--- config.mk ---
export PLATFORM = sky130hd
export DESIGN_NAME = ctx_seq_pe
export DESIGN_NICKNAME = d
export VERILOG_FILES = /design/src/rtl/ctx_seq_pkg.sv /design/src/rtl/ctx_hold_reg.sv /design/src/rtl/ctx_step_fsm.sv /design/src/rtl/pe_exec_dp.sv /design/src/rtl/ctx_seq_pe.sv
export SDC_FILE = /design/constraint.sdc
export NUM_CORES = 1
export LEC_CHECK = 0
export BUFFER_PORTS_ARGS = -buffer_cell sky130_fd_sc_hd__buf_2
export CORE_MARGIN = 4
export CORE_UTILIZATION = 42
export CTS_CLUSTER_DIAMETER = 80
export CTS_CLUSTER_SIZE = 28
export DETAILED_ROUTE_END_ITERATION = 12
export PLACE_DENSITY = 0.71
export SYNTH_ARGS = -nofsm -noshare
export SYNTH_HDL_FRONTEND = slang
export SYNTH_SLANG_ARGS = --single-unit
--- constraint.sdc ---
create_clock -name clk -period 5.2 [get_ports clk]
set_input_delay 1.04 -clock clk [delete_from_list [all_inputs] [get_ports clk]]
set_output_delay 1.04 -clock clk [all_outputs]
set_load 0.03 [all_outputs]
--- src/rtl/ctx_seq_pkg.sv ---
package ctx_seq_pkg;
  localparam int OP_W = 2;

  typedef enum logic [OP_W-1:0] {
    OP_ADD = 2'd0,
    OP_SUB = 2'd1,
    OP_XOR = 2'd2,
    OP_MUL = 2'd3
  } op_e;

  typedef enum logic {
    S_ISSUE = 1'b0,
    S_MULTI = 1'b1
  } seq_state_e;
endpackage

--- src/rtl/ctx_hold_reg.sv ---
module ctx_hold_reg
  import ctx_seq_pkg::*;
#(
  parameter int DW   = 8,
  parameter int DURW = 4
) (
  input  logic            clk,
  input  logic            rst_n,
  input  logic            load_en,
  input  logic            in_valid,
  input  op_e             in_op,
  input  logic [DURW-1:0] in_dur,
  input  logic [DW-1:0]   in_a,
  input  logic [DW-1:0]   in_b,
  output logic            cur_valid,
  output op_e             cur_op,
  output logic [DURW-1:0] cur_dur,
  output logic [DW-1:0]   cur_a,
  output logic [DW-1:0]   cur_b
);
  logic take;
  assign take = load_en && in_valid;

  always_ff @(posedge clk or negedge rst_n) begin
    if (!rst_n) begin
      cur_valid <= 1'b0;
    end else if (load_en) begin
      cur_valid <= in_valid;
    end
  end

  always_ff @(posedge clk or negedge rst_n) begin
    if (!rst_n) begin
      cur_op  <= OP_ADD;
      cur_dur <= '0;
      cur_a   <= '0;
      cur_b   <= '0;
    end else if (take) begin
      cur_op  <= in_op;
      cur_dur <= in_dur;
      cur_a   <= in_a;
      cur_b   <= in_b;
    end
  end
endmodule

--- src/rtl/ctx_step_fsm.sv ---
module ctx_step_fsm
  import ctx_seq_pkg::*;
#(
  parameter int DURW = 4
) (
  input  logic            clk,
  input  logic            rst_n,
  input  logic            cur_valid,
  input  op_e             cur_op,
  input  logic [DURW-1:0] cur_dur,
  output logic            first_step,
  output logic            is_multi,
  output logic            exec_done,
  output logic            issue_ok
);
  seq_state_e      state_q, state_n;
  logic [DURW-1:0] cnt_q, cnt_n;
  logic            last_step;

  assign is_multi   = cur_valid && (cur_op == OP_MUL) && (cur_dur >= DURW'(2));
  assign first_step = (state_q == S_ISSUE);
  assign last_step  = is_multi && (cnt_q == (cur_dur - DURW'(1)));
  assign exec_done  = cur_valid && (!is_multi || last_step);
  assign issue_ok   = !is_multi || last_step;

  always_comb begin
    state_n = state_q;
    cnt_n   = cnt_q;
    case (state_q)
      S_ISSUE: begin
        if (is_multi) begin
          state_n = S_MULTI;
          cnt_n   = DURW'(1);
        end
      end
      S_MULTI: begin
        if (last_step) begin
          state_n = S_ISSUE;
          cnt_n   = '0;
        end else begin
          cnt_n = cnt_q + DURW'(1);
        end
      end
      default: begin
        state_n = S_ISSUE;
        cnt_n   = '0;
      end
    endcase
  end

  always_ff @(posedge clk or negedge rst_n) begin
    if (!rst_n) begin
      state_q <= S_ISSUE;
      cnt_q   <= '0;
    end else begin
      state_q <= state_n;
      cnt_q   <= cnt_n;
    end
  end
endmodule

--- src/rtl/pe_exec_dp.sv ---
module pe_exec_dp
  import ctx_seq_pkg::*;
#(
  parameter int DW = 8
) (
  input  logic          clk,
  input  logic          rst_n,
  input  logic          cur_valid,
  input  op_e           cur_op,
  input  logic [DW-1:0] cur_a,
  input  logic [DW-1:0] cur_b,
  input  logic          first_step,
  input  logic          exec_done,
  output logic [DW-1:0] res_q,
  output logic          done_q
);
  logic [DW-1:0] acc_q, mc_q, mp_q;
  logic [DW-1:0] acc_c, mc_c, mp_c, acc_n, alu_out;
  logic          step_en;

  assign step_en = cur_valid && (cur_op == OP_MUL);
  assign acc_c   = first_step ? '0    : acc_q;
  assign mc_c    = first_step ? cur_a : mc_q;
  assign mp_c    = first_step ? cur_b : mp_q;
  assign acc_n   = acc_c + (mp_c[0] ? mc_c : '0);

  always_comb begin
    case (cur_op)
      OP_ADD:  alu_out = cur_a + cur_b;
      OP_SUB:  alu_out = cur_a - cur_b;
      OP_XOR:  alu_out = cur_a ^ cur_b;
      default: alu_out = acc_n;
    endcase
  end

  always_ff @(posedge clk or negedge rst_n) begin
    if (!rst_n) begin
      acc_q <= '0;
      mc_q  <= '0;
      mp_q  <= '0;
    end else if (step_en) begin
      acc_q <= acc_n;
      mc_q  <= mc_c << 1;
      mp_q  <= mp_c >> 1;
    end
  end

  always_ff @(posedge clk or negedge rst_n) begin
    if (!rst_n) begin
      res_q <= '0;
    end else if (exec_done) begin
      res_q <= alu_out;
    end
  end

  always_ff @(posedge clk or negedge rst_n) begin
    if (!rst_n) begin
      done_q <= 1'b0;
    end else begin
      done_q <= exec_done;
    end
  end
endmodule

--- src/rtl/ctx_seq_pe.sv ---
module ctx_seq_pe
  import ctx_seq_pkg::*;
#(
  parameter int DW       = 8,
  parameter int DURW     = 4,
  parameter int SYNC_LEN = 2,
  localparam int CW      = DURW + OP_W
) (
  input  logic          clk,
  input  logic          rst_n,
  input  logic          ctx_valid,
  input  logic [CW-1:0] ctx_word,
  input  logic [DW-1:0] a_in,
  input  logic [DW-1:0] b_in,
  output logic          ctx_ready,
  output logic          dp_en,
  output logic [1:0]    dp_op,
  output logic          busy,
  output logic          done,
  output logic [DW-1:0] result
);
  logic            core_rst_n;
  logic            cur_valid, first_step, is_multi, exec_done, issue_ok;
  op_e             cur_op, in_op;
  logic [DURW-1:0] cur_dur, in_dur;
  logic [DW-1:0]   cur_a, cur_b;

  generate
    if (SYNC_LEN < 2) begin : g_sync_one
      logic sync_q;
      always_ff @(posedge clk or negedge rst_n) begin
        if (!rst_n) sync_q <= 1'b0;
        else        sync_q <= 1'b1;
      end
      assign core_rst_n = sync_q;
    end else begin : g_sync_chain
      logic [SYNC_LEN-1:0] sync_q;
      always_ff @(posedge clk or negedge rst_n) begin
        if (!rst_n) sync_q <= '0;
        else        sync_q <= {sync_q[SYNC_LEN-2:0], 1'b1};
      end
      assign core_rst_n = sync_q[SYNC_LEN-1];
    end
  endgenerate

  assign in_op  = op_e'(ctx_word[CW-1 -: OP_W]);
  assign in_dur = ctx_word[DURW-1:0];

  ctx_hold_reg #(.DW(DW), .DURW(DURW)) u_hold (
    .clk(clk), .rst_n(core_rst_n), .load_en(issue_ok),
    .in_valid(ctx_valid), .in_op(in_op), .in_dur(in_dur),
    .in_a(a_in), .in_b(b_in),
    .cur_valid(cur_valid), .cur_op(cur_op), .cur_dur(cur_dur),
    .cur_a(cur_a), .cur_b(cur_b)
  );

  ctx_step_fsm #(.DURW(DURW)) u_fsm (
    .clk(clk), .rst_n(core_rst_n), .cur_valid(cur_valid),
    .cur_op(cur_op), .cur_dur(cur_dur),
    .first_step(first_step), .is_multi(is_multi),
    .exec_done(exec_done), .issue_ok(issue_ok)
  );

  pe_exec_dp #(.DW(DW)) u_dp (
    .clk(clk), .rst_n(core_rst_n), .cur_valid(cur_valid),
    .cur_op(cur_op), .cur_a(cur_a), .cur_b(cur_b),
    .first_step(first_step), .exec_done(exec_done),
    .res_q(result), .done_q(done)
  );

  assign ctx_ready = issue_ok;
  assign dp_en     = cur_valid;
  assign dp_op     = cur_op;
  assign busy      = is_multi;
endmodule

==> results of run 1 <==
==> cell type report <==
| class | instances | area, um^2 |
|---|---|---|
| clock buffers | 10 | 137.6 |
| inverters | 13 | 48.80 |
| repair buffers | 40 | 205.2 |
| well taps | 108 | 135.1 |
| flip-flops and latches | 61 | 1528 |
| multi-input cells | 263 | 2071 |
| clock inverters | 6 | 70.07 |
| fillers | 834 | 4483 |
==> registers in the layout, summed over array words and instances, names as in the netlist <==
name,cells
u_fsm.cnt_q,4
u_hold.cur_valid,1
u_hold.cur_op,2
u_dp.done_q,1
u_dp.mp_q,7
u_dp.res_q,8
u_dp.acc_q,8
u_hold.cur_b,8
u_fsm.state_q,1
u_hold.cur_a,8
g_sync_chain.sync_q,2
u_hold.cur_dur,4
u_dp.mc_q,7
==> synth_stat cells, types with 8 or more instances <==
cell type	count	area, um^2
mux2i_1	12	120.1
o21ai_0	28	140.1
nor3_1	8	40.04
ha_1	18	225.2
clkbuf_1	10	37.54
nor2_1	13	48.80
nor2b_1	8	50.05
nand2_1	30	112.6
mux2_4	23	345.3
inv_1	12	45.04
xor2_1	12	105.1
xnor2_1	17	148.9
dfrtp_1	61	1526
a21oi_1	20	100.1
and2_1	9	56.30
==> worst min path at each step <==
stage,start,endpoint,slack [ns],depth (start not counted)
after floorplan,g_sync_chain.sync_q[0],g_sync_chain.sync_q[1],0.33,0
after global placement,g_sync_chain.sync_q[0],g_sync_chain.sync_q[1],0.34,0
after detailed placement,g_sync_chain.sync_q[0],g_sync_chain.sync_q[1],0.34,0
after CTS,g_sync_chain.sync_q[0],g_sync_chain.sync_q[1],0.36,0
after global routing,g_sync_chain.sync_q[0],g_sync_chain.sync_q[1],0.36,0
final,g_sync_chain.sync_q[0],g_sync_chain.sync_q[1],0.35,0
==> where the power goes <==
group	switching [W]	total [W]	internal [W]	leakage (nW)
Combinational	0.000610	0.00115	0.000536	1.15
Clock	0.000206	0.000444	0.000237	0.107
Sequential	0.000196	0.000833	0.000638	0.747
Total	0.00101	0.00242	0.00141	2.00
==> routing by layer <==
layer	vias up	routed length (um)
li1	1317	-
met1	1327	3634
met2	40	4049
met3	16	169
met4	0	214
met5	-	0
==> through the flow <==
stage | util | setup WS, ns | std cells | power (W)
finish | 0.4834 | 1.628 | 501 | 0.002423
global route | 0.4834 | 1.402 | 501 | 0.002604
CTS | 0.4834 | 1.625 | 501 | 0.002432
detailed placement | 0.4595 | 2.020 | 485 | 0.001983
global placement | 0.4595 | 2.090 | 485 | 0.001946
floorplan | - | 2.253 | 355 | 0.001722
==> worst max-delay path, stage by stage (launching register included) <==
cell and delay (ns):
dfrtp_1 0.67, nand3_2 0.74, nor2_4 0.44, o21ai_4 0.13, buf_2 0.20
==> cells by family after synthesis <==
family                     after synthesis  share of synthesized area
DFF                                     61                     0.4080
muxes                                   41                     0.1425
xor gates and xnor gates                30                    0.07391
AOI/OAI and AO/OA                       82                     0.1411
other                                    1                   0.001002
and+or+nand+nor                         89                     0.1241
buffers and inverters                   31                    0.03846
adders and majority gates               20                    0.07090
==> impl_metrics.json, run 1 <==
{
  "status": "finished clean",
  "hold_buffers": 0,
  "cp-start-kind": "register",
  "synth_seq_cells": 61,
  "grt_start_max_net_pins": 60,
  "grt_remaining_overflow": 0,
  "yosys_warnings": 0,
  "setup_viol": 0,
  "post_cts_resized": 0,
  "grt_pass1_wl_um": 13460,
  "critical_path_required_ns": 4.16,
  "postCtsSetupRepairBufs": 0,
  "clkLatencyLatePin_ns": 0.35,
  "port_buffers": 38,
  "r2r-start": "u_hold.cur_op[0]",
  "period_share": 0.6870,
  "synth_area_um2": 3741,
  "final.setup_skew_ns": 0.01345,
  "ant_nets": 0,
  "syn-num-nets": 400,
  "hold_viol_final": 0,
  "placed_cell_area_um2": 3988,
  "max_cap_viol_count": 0,
  "layout_commonest_cell": "dfrtp_1",
  "r2r_setup_slack_ns": 2.01,
  "mostFrequentLayoutCells": "60 x dfrtp_1, 38 x buf_2, 30 x nand2_1",
  "antennaDiodeCount": 0,
  "grtUsageMet1": 0.2117,
  "rsz0062_at_grt": "false",
  "root_buffer": "clkbuf_8",
  "synthArstFlopShare": 1.000,
  "synth_cells": 355,
  "crit_type": "register to output port",
  "grt-busiest-layer": "met2",
  "min_path_type": "register to register",
  "cts_tree": "yes",
  "cts.sinks": 61,
  "wire_per_inst_um": 16.10,
  "drive_above_1_share": 0.2417,
  "cp.arrival_ns": 2.53,
  "tns_ns": 0,
  "drv_slew": 0,
  "ios": 39,
  "r2r-end": "u_dp.res_q[6]",
  "power_density_nw_per_um2": 577.6,
  "irDropWorstVdd_mv": 0.2073,
  "cts_buffers": 9,
  "drc": 0,
  "syn_area_per_cell_um2": 10.54,
  "p_leak_nw": 2.003,
  "path_clk_slew_ns": 0.08,
  "routed-via-count": 2700,
  "via_per_inst": 5.389,
  "synth-edff-count": 0,
  "die_w_um": 102.4,
  "ys_types": 52,
  "ys_seq_area_frac": 0.4080,
  "fin_crit_ns": 3.572,
  "max_freq_mhz": 279.9,
  "synth_flop_cell": "dfrtp_1",
  "holdWs_ns": 0.3537,
  "crit_end": "ctx_ready",
  "place_hpwl_um": 5900,
  "met2_usage": 0.2814,
  "grt_pass1_vias": 2725,
  "crit_path_end_kind": "output port",
  "grt.met3_usage": 0.02935,
  "htreeDepth": 3,
  "initial_core_util": 0.4311,
  "drtPass1Iterations": 4,
  "core_um2": 8678,
  "grt_usage": 0.1668,
  "reg2reg_depth": 9,
  "critPathMaxFanout": 42,
  "relSlewSlack": 0.4505,
  "dieArea_um2": 10480,
  "syn_to_final_growth_pct": 12.14,
  "gp_congestion": 0.8982,
  "fp-row-count": 34,
  "nets": 433,
  "stdcell_area_um2": 4195,
  "antenna_found_initial": 0,
  "drtIter0Drc": 130,
  "tightestPinTransition_ns": 0.8242,
  "die_y_um": 102.4,
  "finalWirelength_um": 8068,
  "clk_path_buf_depth": 2,
  "cp-startpoint": "u_hold.cur_op[0]"
}
Note: power is estimated with default switching activity, not from simulation.
==> run 2, diff against run 1 <==
==> constraint.sdc (replaced) <==
create_clock -name clk -period 3.4 [get_ports clk]
set_input_delay 0.68 -clock clk [delete_from_list [all_inputs] [get_ports clk]]
set_output_delay 0.68 -clock clk [all_outputs]
set_load 0.03 [all_outputs]
==> impl_metrics.json, run 2 (same netlist as run 1, synthesis figures left out) <==
{
  "fp-row-count": 34,
  "grt_usage": 0.1670,
  "post_cts_resized": 0,
  "fin_crit_ns": 3.007,
  "drc": 0,
  "drtPass1Iterations": 4,
  "hold_buffers": 0,
  "grt_start_max_net_pins": 42,
  "utilization": 0.4879,
  "r2r_setup_slack_ns": 0.39,
  "root_buffer": "clkbuf_8",
  "final.setup_skew_ns": 0.008220,
  "max_cap_viol_count": 0,
  "grt_remaining_overflow": 0,
  "clk_path_buf_depth": 2,
  "drv_slew": 0,
  "tns_ns": 0,
  "antenna_found_initial": 0,
  "place_hpwl_um": 5924,
  "fillCellCount": 812,
  "finalWirelength_um": 8085,
  "reg2reg_depth": 9,
  "crit_path_end_kind": "register",
  "postCtsSetupRepairBufs": 0,
  "tightestPinTransition_ns": 0.8182,
  "antennaDiodeCount": 0,
  "status": "finished clean",
  "ant_nets": 0,
  "htreeDepth": 3,
  "relSlewSlack": 0.4545,
  "place_ws_ns": 0.4397,
  "die_y_um": 102.4,
  "mostFrequentLayoutCells": "60 x dfrtp_1, 38 x buf_2, 30 x nand2_1",
  "hold_viol_final": 0,
  "cts_tree": "yes",
  "p_leak_nw": 2.023,
  "r2r-start": "u_fsm.state_q",
  "port_buffers": 38,
  "period_share": 0.8843,
  "power_density_nw_per_um2": 888.6,
  "ios": 39,
  "core_um2": 8678,
  "irDropWorstVdd_mv": 0.4718,
  "path_clk_slew_ns": 0.08,
  "crit_type": "register to register",
  "max_freq_mhz": 332.6,
  "clkLatencyLatePin_ns": 0.34,
  "grt_pass1_wl_um": 13600,
  "die_w_um": 102.4,
  "cp.arrival_ns": 3.24,
  "setup_viol": 0,
  "gp_congestion": 0.8677,
  "nets": 436,
  "grt_pass1_vias": 2774,
  "drtIter0Drc": 142,
  "critical_path_required_ns": 3.63,
  "critPathMaxFanout": 21,
  "routed-via-count": 2717,
  "syn_to_final_growth_pct": 13.18,
  "cts_buffers": 9,
  "final.setup.worst_slack_ns": 0.3934,
  "wire_per_inst_um": 16.04,
  "via_per_inst": 5.391,
  "initial_core_util": 0.4311,
  "dieArea_um2": 10480,
  "rsz0062_at_grt": "false",
  "min_path_type": "primary input to asynchronous set/reset pin",
  "drive_above_1_share": 0.2475,
  "r2r-end": "u_dp.res_q[5]",
  "cts.sinks": 61,
  "cp-start-kind": "register",
  "layout_commonest_cell": "dfrtp_1",
  "finalPower_w": 0.003762
}
==> run 2: changes by cell type in the layout (fill, tap and decap cells not counted) <==
cell / change
buf_4: +3
bufinv_16: +1
inv_6: -1
clkinv_4: +1
clkbuf_8: -1
==> run 2: stage by stage <==
stage,hold slack (ns),cell area (um^2),instances
final,0.1061,4234,504
after floorplan,0.3312,3741,355
after global placement,0.3389,4010,488
after detailed placement,0.3380,4010,488
after global routing,0.08332,4234,504
after CTS,0.09386,4234,504
==> run 2: area by class of cell <==
class | count | area [um^2] | share of cell area
timing repair buffer | 43 | 227.7 | 0.05378
clock inverter | 7 | 100.1 | 0.02364
tap | 108 | 135.1 | 0.03191
clock buffer | 9 | 123.9 | 0.02926
inverter | 13 | 48.80 | 0.01152
multi-input combinational | 263 | 2071 | 0.4891
sequential | 61 | 1528 | 0.3608
==> run 2: worst max-delay path, cell delays in order, from the launching register on <==
cell      delay (ns)
dfrtp_1         0.68
nor2b_1         0.13
a32o_1          0.26
ha_1            0.32
a211oi_1        0.39
o21bai_1        0.16
a211o_1         0.33
a31oi_1         0.21
mux2i_1         0.15
mux2_4          0.27
==> run 2: how the worst max path moves through the flow <==
stage / from / endpoint / slack, ns / depth (start not counted)
after detailed placement: u_fsm.state_q / u_dp.res_q[5] / 0.44 / 9
final: u_fsm.state_q / u_dp.res_q[5] / 0.39 / 9
after global routing: u_fsm.state_q / u_dp.res_q[5] / 0.19 / 9
after global placement: u_fsm.state_q / u_dp.res_q[5] / 0.53 / 9
after CTS: u_fsm.state_q / u_dp.res_q[5] / 0.40 / 9
after floorplan: u_fsm.state_q / u_dp.res_q[5] / 0.45 / 11
==> run 2: metal layers <==
metal,part of all wire,track usage,up-vias
met5,0,0,-
met4,0.022,0.06660,0
met3,0.028,0.03481,15
met2,0.51,0.2794,50
met1,0.44,0.2112,1332
li1,-,-,1320
==> run 2: power by group <==
group | internal (W) | switching (W) | leakage, nW
logic | 0.000828 | 0.000965 | 1.16
registers | 0.000976 | 0.000271 | 0.747
clock network | 0.000416 | 0.000305 | 0.113
